<file path="config.mk">
export PLATFORM = sky130hd
export DESIGN_NAME = ctlreg_bank
export DESIGN_NICKNAME = d
export VERILOG_FILES = /design/src/rtl/ctlreg_pkg.sv /design/src/rtl/ctlreg_timer.sv /design/src/rtl/ctlreg_mailbox.sv /design/src/rtl/ctlreg_bank.sv
export SDC_FILE = /design/constraint.sdc
export NUM_CORES = 1
export LEC_CHECK = 0
export BUFFER_PORTS_ARGS = -buffer_cell sky130_fd_sc_hd__buf_2
export CAP_MARGIN = 40
export CORE_ASPECT_RATIO = 0.9
export CORE_MARGIN = 5
export CORE_UTILIZATION = 50
export DETAILED_ROUTE_END_ITERATION = 8
export PLACE_DENSITY = 0.7
export SYNTH_ARGS = -nofsm -noshare
export SYNTH_HDL_FRONTEND = slang
export SYNTH_SLANG_ARGS = --single-unit
</file>
<file path="constraint.sdc">
create_clock -name clk -period 4.25 [get_ports clk]
set_clock_uncertainty 0.15 [all_clocks]
set_input_delay 0.2125 -clock clk [delete_from_list [all_inputs] [get_ports clk]]
set_output_delay 0.2125 -clock clk [all_outputs]
set_load 0.01 [all_outputs]
</file>
<file path="src/rtl/ctlreg_pkg.sv">
package ctlreg_pkg;
    localparam int DATA_W    = 32;
    localparam int ADDR_W    = 5;
    localparam int FLAGS_W   = 5;
    localparam int ROUND_W   = 3;
    localparam int PEND_W    = 8;
    localparam int STAT_LO_W = DATA_W - PEND_W;

    // status bit positions
    localparam int ST_SUP    = 0;
    localparam int ST_UWIDE  = 5;
    localparam int ST_SWIDE  = 6;
    localparam int ST_FPU    = 4;
    localparam int ST_RSV_LO = 7;
    localparam int ST_RSV_HI = 15;

    // pending bit indices
    localparam int PI_MSG    = 5;
    localparam int PI_HOST   = 6;
    localparam int PI_TIMER  = 7;

    localparam logic [ADDR_W-1:0] A_FLAGS   = 5'h00;
    localparam logic [ADDR_W-1:0] A_ROUND   = 5'h01;
    localparam logic [ADDR_W-1:0] A_FPCTL   = 5'h02;
    localparam logic [ADDR_W-1:0] A_STATUS  = 5'h03;
    localparam logic [ADDR_W-1:0] A_EPC     = 5'h04;
    localparam logic [ADDR_W-1:0] A_VECTOR  = 5'h05;
    localparam logic [ADDR_W-1:0] A_CYCLE   = 5'h06;
    localparam logic [ADDR_W-1:0] A_TIME    = 5'h07;
    localparam logic [ADDR_W-1:0] A_RETIRED = 5'h08;
    localparam logic [ADDR_W-1:0] A_COUNT   = 5'h09;
    localparam logic [ADDR_W-1:0] A_COMPARE = 5'h0A;
    localparam logic [ADDR_W-1:0] A_PTBASE  = 5'h0B;
    localparam logic [ADDR_W-1:0] A_SCR0    = 5'h0C;
    localparam logic [ADDR_W-1:0] A_SCR1    = 5'h0D;
    localparam logic [ADDR_W-1:0] A_HARTNUM = 5'h0E;
    localparam logic [ADDR_W-1:0] A_TOHOST  = 5'h0F;
    localparam logic [ADDR_W-1:0] A_FRMHOST = 5'h10;
    localparam logic [ADDR_W-1:0] A_ASID    = 5'h11;
    localparam logic [ADDR_W-1:0] A_IMPLID  = 5'h12;
    localparam logic [ADDR_W-1:0] A_FLUSH   = 5'h13;
    localparam logic [ADDR_W-1:0] A_SENDMSG = 5'h14;
    localparam logic [ADDR_W-1:0] A_CLRMSG  = 5'h15;

    typedef enum logic {
        BOX_EMPTY = 1'b0,
        BOX_FULL  = 1'b1
    } box_state_e;
endpackage

</file>
<file path="src/rtl/ctlreg_timer.sv">
module ctlreg_timer #(
    parameter int W = 32
) (
    input  logic         clk,
    input  logic         rst_n,
    input  logic         retire,
    input  logic         cnt_we,
    input  logic         cmp_we,
    input  logic [W-1:0] wdata,
    output logic [W-1:0] count,
    output logic [W-1:0] compare,
    output logic         hit
);
    localparam logic [W:0] ONE = (W+1)'(1);

    always_ff @(posedge clk) begin
        if (!rst_n) begin
            count   <= '0;
            compare <= '0;
        end else begin
            if (cnt_we)      count <= wdata;
            else if (retire) count <= count + W'(1);
            if (cmp_we)      compare <= wdata;
        end
    end

    // crossing from below compare to at-or-above compare by a single step
    assign hit = retire && !cnt_we && (({1'b0, count} + ONE) == {1'b0, compare});
endmodule

</file>
<file path="src/rtl/ctlreg_mailbox.sv">
module ctlreg_mailbox
    import ctlreg_pkg::*;
#(
    parameter int W = 32
) (
    input  logic         clk,
    input  logic         rst_n,
    input  logic         to_we,
    input  logic         from_we,
    input  logic [W-1:0] wdata,
    output logic [W-1:0] to_val,
    output logic [W-1:0] from_val,
    output logic         host_upd,
    output logic         host_lvl
);
    box_state_e state_q, state_d;
    logic       to_load;

    always_ff @(posedge clk) begin
        if (!rst_n) state_q <= BOX_EMPTY;
        else        state_q <= state_d;
    end

    always_comb begin
        state_d = state_q;
        unique case (state_q)
            BOX_EMPTY: if (to_we && (wdata != '0)) state_d = BOX_FULL;
            BOX_FULL:  state_d = BOX_FULL;
        endcase
    end

    always_comb begin
        to_load  = 1'b0;
        unique case (state_q)
            BOX_EMPTY: to_load = to_we;
            BOX_FULL:  to_load = 1'b0;
        endcase
        host_upd = from_we;
        host_lvl = (wdata != '0);
    end

    always_ff @(posedge clk) begin
        if (!rst_n) begin
            to_val   <= '0;
            from_val <= '0;
        end else begin
            if (to_load) to_val   <= wdata;
            if (from_we) from_val <= wdata;
        end
    end
endmodule

</file>
<file path="src/rtl/ctlreg_bank.sv">
module ctlreg_bank
    import ctlreg_pkg::*;
#(
    parameter int HART_NUM     = 0,
    parameter int PAGE_OFS_W   = 12,
    parameter bit FPU_PRESENT  = 1'b1,
    parameter bit WIDE_PRESENT = 1'b0
) (
    input  logic              clk,
    input  logic              rst_n,
    input  logic              acc_en,
    input  logic              acc_wr,
    input  logic [ADDR_W-1:0] acc_addr,
    input  logic [DATA_W-1:0] acc_wdata,
    output logic [DATA_W-1:0] acc_rdata,
    input  logic              retire,
    output logic [PEND_W-1:0] pend_out,
    output logic              flush_req,
    output logic              msg_send
);
    localparam logic [DATA_W-1:0]    PTB_KEEP = {DATA_W{1'b1}} << PAGE_OFS_W;
    localparam logic [STAT_LO_W-1:0] STAT_RST =
        (STAT_LO_W'(1) << ST_SUP) | (WIDE_PRESENT ? (STAT_LO_W'(1) << ST_SWIDE) : '0);

    logic                 we, re;
    logic [FLAGS_W-1:0]   flags_q;
    logic [ROUND_W-1:0]   round_q;
    logic [STAT_LO_W-1:0] stat_lo_q, stat_wr_val;
    logic [PEND_W-1:0]    pend_q, pend_d;
    logic [DATA_W-1:0]    epc_q, vec_q, ptb_q, scr0_q, scr1_q;
    logic [DATA_W-1:0]    count_q, compare_q, tohost_q, fromhost_q;
    logic                 tmr_hit, host_upd, host_lvl;
    logic                 flush_q, send_q;

    assign we = acc_en &  acc_wr;
    assign re = acc_en & ~acc_wr;

    ctlreg_timer #(.W(DATA_W)) u_timer (
        .clk     (clk),
        .rst_n   (rst_n),
        .retire  (retire),
        .cnt_we  (we && (acc_addr inside {A_CYCLE, A_TIME, A_RETIRED, A_COUNT})),
        .cmp_we  (we && (acc_addr == A_COMPARE)),
        .wdata   (acc_wdata),
        .count   (count_q),
        .compare (compare_q),
        .hit     (tmr_hit)
    );

    ctlreg_mailbox #(.W(DATA_W)) u_mbox (
        .clk      (clk),
        .rst_n    (rst_n),
        .to_we    (we && (acc_addr == A_TOHOST)),
        .from_we  (we && (acc_addr == A_FRMHOST)),
        .wdata    (acc_wdata),
        .to_val   (tohost_q),
        .from_val (fromhost_q),
        .host_upd (host_upd),
        .host_lvl (host_lvl)
    );

    // sanitise a status write
    always_comb begin
        stat_wr_val = acc_wdata[STAT_LO_W-1:0];
        stat_wr_val[ST_RSV_HI:ST_RSV_LO] = '0;
        if (!WIDE_PRESENT) begin
            stat_wr_val[ST_UWIDE] = 1'b0;
            stat_wr_val[ST_SWIDE] = 1'b0;
        end
        if (!FPU_PRESENT) stat_wr_val[ST_FPU] = 1'b0;
    end

    // pending field: hardware-owned
    always_comb begin
        pend_d = pend_q;
        if (tmr_hit) pend_d[PI_TIMER] = 1'b1;
        if (we && acc_addr == A_COMPARE) pend_d[PI_TIMER] = 1'b0;
        if (host_upd) pend_d[PI_HOST] = host_lvl;
        if (we && acc_addr == A_CLRMSG) pend_d[PI_MSG] = acc_wdata[0];
    end

    always_ff @(posedge clk) begin
        if (!rst_n) begin
            flags_q   <= '0;
            round_q   <= '0;
            stat_lo_q <= STAT_RST;
            pend_q    <= '0;
            epc_q     <= '0;
            vec_q     <= '0;
            ptb_q     <= '0;
            scr0_q    <= '0;
            scr1_q    <= '0;
            flush_q   <= 1'b0;
            send_q    <= 1'b0;
        end else begin
            pend_q  <= pend_d;
            flush_q <= (we && acc_addr == A_STATUS) || (re && acc_addr == A_FLUSH);
            send_q  <= we && acc_addr == A_SENDMSG;
            if (we) begin
                case (acc_addr)
                    A_FLAGS:  flags_q <= acc_wdata[FLAGS_W-1:0];
                    A_ROUND:  round_q <= acc_wdata[ROUND_W-1:0];
                    A_FPCTL: begin
                        flags_q <= acc_wdata[FLAGS_W-1:0];
                        round_q <= acc_wdata[FLAGS_W +: ROUND_W];
                    end
                    A_STATUS: stat_lo_q <= stat_wr_val;
                    A_EPC:    epc_q     <= acc_wdata;
                    A_VECTOR: vec_q     <= acc_wdata;
                    A_PTBASE: ptb_q     <= acc_wdata & PTB_KEEP;
                    A_SCR0:   scr0_q    <= acc_wdata;
                    A_SCR1:   scr1_q    <= acc_wdata;
                    default: ;
                endcase
            end
        end
    end

    always_comb begin
        case (acc_addr)
            A_FLAGS:   acc_rdata = DATA_W'(flags_q);
            A_ROUND:   acc_rdata = DATA_W'(round_q);
            A_FPCTL:   acc_rdata = DATA_W'({round_q, flags_q});
            A_STATUS:  acc_rdata = {pend_q, stat_lo_q};
            A_EPC:     acc_rdata = epc_q;
            A_VECTOR:  acc_rdata = vec_q;
            A_CYCLE, A_TIME, A_RETIRED, A_COUNT:
                       acc_rdata = count_q;
            A_COMPARE: acc_rdata = compare_q;
            A_PTBASE:  acc_rdata = ptb_q;
            A_SCR0:    acc_rdata = scr0_q;
            A_SCR1:    acc_rdata = scr1_q;
            A_HARTNUM: acc_rdata = DATA_W'(HART_NUM);
            A_TOHOST:  acc_rdata = tohost_q;
            A_FRMHOST: acc_rdata = fromhost_q;
            A_ASID:    acc_rdata = '0;
            A_IMPLID:  acc_rdata = DATA_W'(1);
            A_FLUSH:   acc_rdata = '0;
            default:   acc_rdata = '1;
        endcase
    end

    assign pend_out  = pend_q;
    assign flush_req = flush_q;
    assign msg_send  = send_q;
endmodule

</file>
==> results of run 1 <==
## stage by stage
step | total power [mW] | cell area (sq um) | hold slack (ns) | cells
6_report | 6.11 | 16100 | 0.0183 | 2265
3_5_place_dp | 3.32 | 14700 | 0.297 | 2166
4_1_cts | 6.11 | 16100 | 0.00638 | 2262
3_3_place_gp | 3.31 | 14600 | 0.290 | 2162
2_1_floorplan | 3.17 | 14100 | 0.134 | 1873
5_1_grt | 6.27 | 16100 | 0.0179 | 2263
## cells by family (layout without fill, tap and decap cells)
| kind of cell | count (synthesis) | after routing | share of synthesized area, % |
|---|---|---|---|
| compound gates | 488 | 488 | 22.3 |
| fa+ha+maj | 1 | 1 | 0.0890 |
| flops | 303 | 303 | 43.2 |
| mux | 2 | 2 | 0.142 |
| other cells | 1 | 8 | 0.0267 |
| simple gates | 802 | 802 | 24.3 |
| buf+inv | 203 | 232 | 5.66 |
| xor+xnor | 69 | 69 | 4.30 |
## worst max-delay path: stages
cell	delay, ns
dlygate4sd3_1	0.54
buf_2	0.18
clkinv_1	0.16
nand3_1	0.29
nor2_4	0.73
buf_4	0.41
a22oi_1	0.14
and3_1	0.24
nand3_1	0.07
buf_2	0.14
## layout make-up
class | instances | share of cell area [%]
Antenna cell | 3 | 0.0465
Clock buffer | 40 | 5.33
Clock inverter | 17 | 1.16
Inverter | 10 | 0.279
Multi-Input combinational cell | 1367 | 45.1
Sequential cell | 303 | 37.6
Tap cell | 360 | 2.79
Timing Repair Buffer | 165 | 7.66
## synthesized netlist by cell type (7+ instances only)
cell,count
xor2_1,25
a222oi_1,17
nor2_1,67
nand3_1,56
nand4_1,23
inv_1,8
xnor2_1,44
buf_4,7
a22o_1,33
a22oi_1,29
clkbuf_1,177
nand2_1,559
a21oi_1,276
nor3_1,20
and3_1,18
a211oi_1,33
a221oi_1,58
nor4_1,21
dfxtp_1,303
## worst paths after layout
kind                                            end  slack, ns  cells past startpoint
worst max-delay path                   acc_rdata[4]       0.77                     10
worst min-delay path                       msg_send       0.02                      3
worst max register to register    u_timer.count[26]       1.27                      8
worst min register to register  u_mbox.from_val[11]       0.30                      2
## repair_timing
item / in CTS / in global routing
hold endpoints to repair: 301 / 0
hold buffers: 39 / 0
gates resized for setup: 0 / 0
## sequential cells by signal, indices dropped and copies added (netlist names)
register	cells
epc_q	32
scr0_q	32
flush_req	1
u_mbox.from_val	32
round_q	3
u_mbox.state_q	1
msg_send	1
ptb_q	20
u_timer.count	32
stat_lo_q	13
scr1_q	32
flags_q	5
u_timer.compare	32
u_mbox.to_val	32
vec_q	32
pend_out	3
## routing by layer
layer	wire, microns	global-route usage [%]	vias up
li1	-	-	6516
met5	0	0	-
met1	21900	45.3	6785
met2	21700	46.9	853
met4	1810	11.3	0
met3	5960	5.67	133
## power by group through the flow
stage,combinational (mW),clock [mW],sequential [mW]
floorplan,0.236,0,2.93
global placement,0.361,0,2.95
detailed placement,0.365,0,2.95
CTS,0.394,2.83,2.89
global route,0.429,2.96,2.89
finish,0.406,2.82,2.89
==> metrics, run 1 <==
status finished, violations left; GRT overflow 0; critical path launch point acc_addr[4]; row cnt 58; Peak VDD IR 0.294 mV; Clock power frac 46.1%; pre-CTS setup slack ~1.3 ns; Sequential Power Share 47.2%; ys flop type dfxtp_1; Unique masters post-synth 62; GPL Wtd Cong around 0.97; mapped cell area ~0.014 sq mm; top cells by area in the synthesized netlist dfxtp_1 43%, nand2_1 15%, a21oi_1 9.8%; clock root cell clkbuf_16; RSZ-0062 raised after global routing false; vias per cell 6.31; commonest non-fill, non-tap cell in the layout nand2_1; antenna viol nets, final 0; first-pass GRT wire length 79.3 mm; Psw 1.51 mW; H-tree depth 1; worst skew pair latency 0.57 ns; CP Capture Type output pin; final core utilization around 58%; worst setup margin 0.765 ns; Die H 169 microns; CP Class in -> out; RR Startpoint u_timer.count[0]; full die area 0.0316 sq mm; Total GRT Usage between 30 and 40%; area leader, netlist dfxtp_1; Req. time, crit path 3.89 ns; Data arrival, critical path between 3 and 4 ns; Total Routed Length between 50 and 60 mm; total number of vias roughly 14000; Post-synth EDFFs 0; logic gate share of total power 6.6%; Fin. Hold Viols 0; CP Launch Type input pin; period utilization 82.0%; drt pass-1 iters 9; Iter 0 DRT Violations between 1500 and 2000; max-capacitance violation count 0; most frequent cells in the layout 559 x nand2_1, 303 x dfxtp_1, 276 x a21oi_1; Layout Nets 1921; Final min period 3.48 ns; # fillers 2586; starting density of the core 50.4%; Multi-input gate area 0.00728 sq mm; register area share after synthesis 43.2%; area share of the largest cell type after synthesis a little over two fifths; relative slew slack ~37%; initial antenna violation count 1; PortBufs 78; Die W 187 microns; CTS tree yes; CTS buffer count 31; flops & latches, synth 303; DRC violations left 2; Avg WL per Cell 22.7 microns; vias in the first global route 13300; Post-DP HPWL 32.2 mm; layout cells sized above 1 10.5%; Sw Share 24.7%; setup tns final 0 ns; postcts setup bufs 0; worst min-delay path class in -> reg; Reg area 0.00607 sq mm; FMAX between 0.2 and 0.3 GHz; cell-internal power 4.60 mW; Least-Margin Pin Slew 0.947 ns; Pwr Density 379 mW/mm^2; asr flop ratio synth 0%; final setup violation count 0; Synth Warn # 0; Avg Cell Area, Syn 7.52 sq um; synth-to-layout area growth 14.8%; Critical Path Fanout Max 17; pins over their slew limit 0; Core Box Area ~0.028 sq mm; # clock sinks 303; largest net degree at the start of global routing 135; HP Start acc_addr[2]; failing checks DRC; clock-pin slew on the worst setup and hold paths 0.06 ns; io pins 84; Lkg Pwr 5.31 nW; post-synthesis cell count 1869; CTS Buffer Depth 3
(Power assumes the default switching activity.)
==> run 2, diff against run 1 <==
--- a/config.mk
+++ b/config.mk
@@ -11,7 +11,7 @@
 export CORE_MARGIN = 5
 export CORE_UTILIZATION = 50
 export DETAILED_ROUTE_END_ITERATION = 8
-export PLACE_DENSITY = 0.7
+export PLACE_DENSITY = 0.72
 export SYNTH_ARGS = -nofsm -noshare
 export SYNTH_HDL_FRONTEND = slang
 export SYNTH_SLANG_ARGS = --single-unit
==> constraint.sdc (replaced) <==
create_clock -name clk -period 3 [get_ports clk]
set_clock_uncertainty 0.15 [all_clocks]
set_input_delay 0.15 -clock clk [delete_from_list [all_inputs] [get_ports clk]]
set_output_delay 0.15 -clock clk [all_outputs]
set_load 0.01 [all_outputs]
==> metrics, run 2 (synthesized netlist as in run 1, its figures left out) <==
CP max-delay cell dfxtp_1 (was nor2_4); Total Routed Length 52.3 mm (was 51.3 mm); CP Capture Type register (was output pin); CTS tree yes (unchanged); initial antenna violation count 2 (was 1); period utilization 89.2%; HP Start acc_addr[2] (unchanged); cell-internal power 6.74 mW (was 4.60 mW); Fin. Hold Viols 0 (unchanged); most frequent CP cell nand4_1; Pwr Total 8.86 mW (was 6.11 mW); Pwr Density 543 mW/mm^2 (was 379 mW/mm^2); CP Launch Type register (was input pin); Die H 169 microns (unchanged); Post-DP HPWL 33.0 mm (was 32.2 mm); clock-pin slew on the worst setup and hold paths 0.06 ns (about the same); GPL Wtd Cong 0.976 (was 0.966); cell chain of the critical path nand4_1 -> nor4_1 -> nand4_1 -> or3_1 -> a31oi_1 -> o2111ai_1 -> o2bb2ai_1 (was dlygate4sd3_1 -> buf_2 -> clkinv_1 -> nand3_1 -> nor2_4 -> buf_4 -> a22oi_1 -> and3_1 -> nand3_1 -> buf_2); relative slew slack 44.4% (was 36.9%); Hold WS 0.0577 ns (was 0.0183 ns); setup tns final 0 ns (unchanged); full die area 0.0316 sq mm (unchanged); FMAX 0.374 GHz; worst skew pair latency 0.51 ns (was 0.57 ns); Lkg Pwr 5.44 nW (was 5.31 nW); H-tree depth 2 (was 1); Sequential Power Share 46.2% (was 47.2%); DRC violations left 0 (was 2); # fillers 2527 (was 2586); Avg WL per Cell 22.8 microns (was 22.7 microns); Die W 187 microns (unchanged); first-pass GRT wire length 79.9 mm (was 79.3 mm); commonest non-fill, non-tap cell in the layout nand2_1 (unchanged); CTS Buffer Depth 3 (unchanged); Psw 2.12 mW (was 1.51 mW); io pins 84 (unchanged); Core Box Area 0.0279 sq mm (unchanged); Layout Nets 1949 (was 1921); layout cells sized above 1 11.3% (was 10.5%); final setup violation count 0 (unchanged); Iter 0 DRT Violations 2387 (was 1971); Sw Share 24.0% (was 24.7%); final instance count without filler cells 2288 (was 2265); RR Startpoint u_timer.count[20] (was u_timer.count[0]); # clock sinks 303 (unchanged); CP top delay family simple AND/OR/NAND/NOR gates (was buffers and inverters); Peak VDD IR 0.424 mV (was 0.294 mV); status complete, no violations (was finished, violations left); Data arrival, critical path 2.97 ns (was 3.12 ns); Req. time, crit path 3.30 ns (was 3.89 ns); clock root cell clkbuf_16 (unchanged); max-capacitance violation count 0 (unchanged); antenna viol nets, final 0 (unchanged); Clock power frac 47.2% (was 46.1%); PortBufs 78 (unchanged); RSZ-0062 raised after global routing false (unchanged); critical path launch point u_timer.count[20] (was acc_addr[4]); logic gate share of total power 6.6% (about the same); most frequent cells in the layout 559 x nand2_1, 303 x dfxtp_1, 276 x a21oi_1 (unchanged); drt pass-1 iters 7 (was 9); synth-to-layout area growth 16.0% (was 14.8%); Final min period 2.68 ns; row cnt 58 (unchanged); Critical Path Fanout Max 10 (was 17); CTS buffer count 34 (was 31); vias in the first global route 13400 (was 13300); vias per cell 6.36 (was 6.31); total number of vias 14500 (was 14300); starting density of the core 50.4% (unchanged); worst min-delay path class in -> reg (unchanged); postcts setup bufs 0 (unchanged); Total GRT Usage 31.9% (was 31.3%); Least-Margin Pin Slew 0.833 ns (was 0.947 ns); worst setup margin 0.325 ns (was 0.765 ns); pre-CTS setup slack 0.363 ns (was 1.32 ns); CP Class reg -> reg (was in -> out); Worst Path Buf+Inv 0 (was 5); Inst Count DP 2190 (was 2166); pins over their slew limit 0 (unchanged); critical path's largest stage delay 0.52 ns (was 0.73 ns); GRT overflow 0 (unchanged); largest net degree at the start of global routing 122 (was 135)
[run 2: cell types whose count changed in the layout (fill, tap and decap cells not counted), moves of 2 or more]
cell,delta
clkinv_2,-4
diode_2,-2
clkinvlp_4,-3
clkbuf_1,+5
clkbuf_16,+4
buf_4,+29
buf_16,-3
[run 2: path summary, 6_finish.rpt]
| path | cells after the start | slack [ns] | endpoint |
|---|---|---|---|
| setup / recovery | 7 | 0.32 | pend_out[7] |
| hold / removal | 3 | 0.06 | msg_send |
| setup reg to reg | 7 | 0.32 | pend_out[7] |
| hold reg to reg | 2 | 0.30 | u_mbox.to_val[7] |
[run 2: cell type report]
class                           count  area (sq um)  area share, %
Multi-Input combinational cell   1367          7280           44.7
Sequential cell                   303          6070           37.2
Timing Repair Buffer              190          1360           8.32
Clock buffer                       48           965           5.92
Tap cell                          360           450           2.76
Clock inverter                      9           135          0.829
Inverter                           10          45.0          0.276
Antenna cell                        1          2.50         0.0154
[run 2: worst reg2reg max path: stages (launching register included)]
cell	delay (ns)
dfxtp_1	0.52
nand4_1	0.27
nor4_1	0.48
nand4_1	0.33
or3_1	0.39
a31oi_1	0.18
o2111ai_1	0.16
o2bb2ai_1	0.14
[run 2: timing repair]
| action | CTS | global route |
|---|---|---|
| gates resized for setup | 0 | 0 |
| endpoints found under the hold margin | 301 | 0 |
| hold buffers | 40 | 0 |
[run 2: power groups by stage]
stage | clock [mW] | sequential (mW) | combinational [mW]
after floorplan | 0 | 4.16 | 0.335
after global placement | 0 | 4.17 | 0.525
after detailed placement | 0 | 4.18 | 0.525
after CTS | 4.22 | 4.09 | 0.568
after global routing | 4.39 | 4.09 | 0.618
final | 4.19 | 4.09 | 0.585
[run 2: per-layer routing]
metal	vias up	GRT usage, %	routed length (microns)
li1	6569	-	-
met1	6831	45.6	21700
met2	951	47.6	21900
met3	190	6.54	6580
met4	4	12.5	2010
met5	-	0	28
[run 2: stage by stage]
step / util, % / area (sq um)
finish: 58.5 / 16300
detailed placement: 53.1 / 14800
floorplan: - / 14100
global placement: 53.1 / 14800
CTS: 58.5 / 16300
global route: 58.5 / 16300
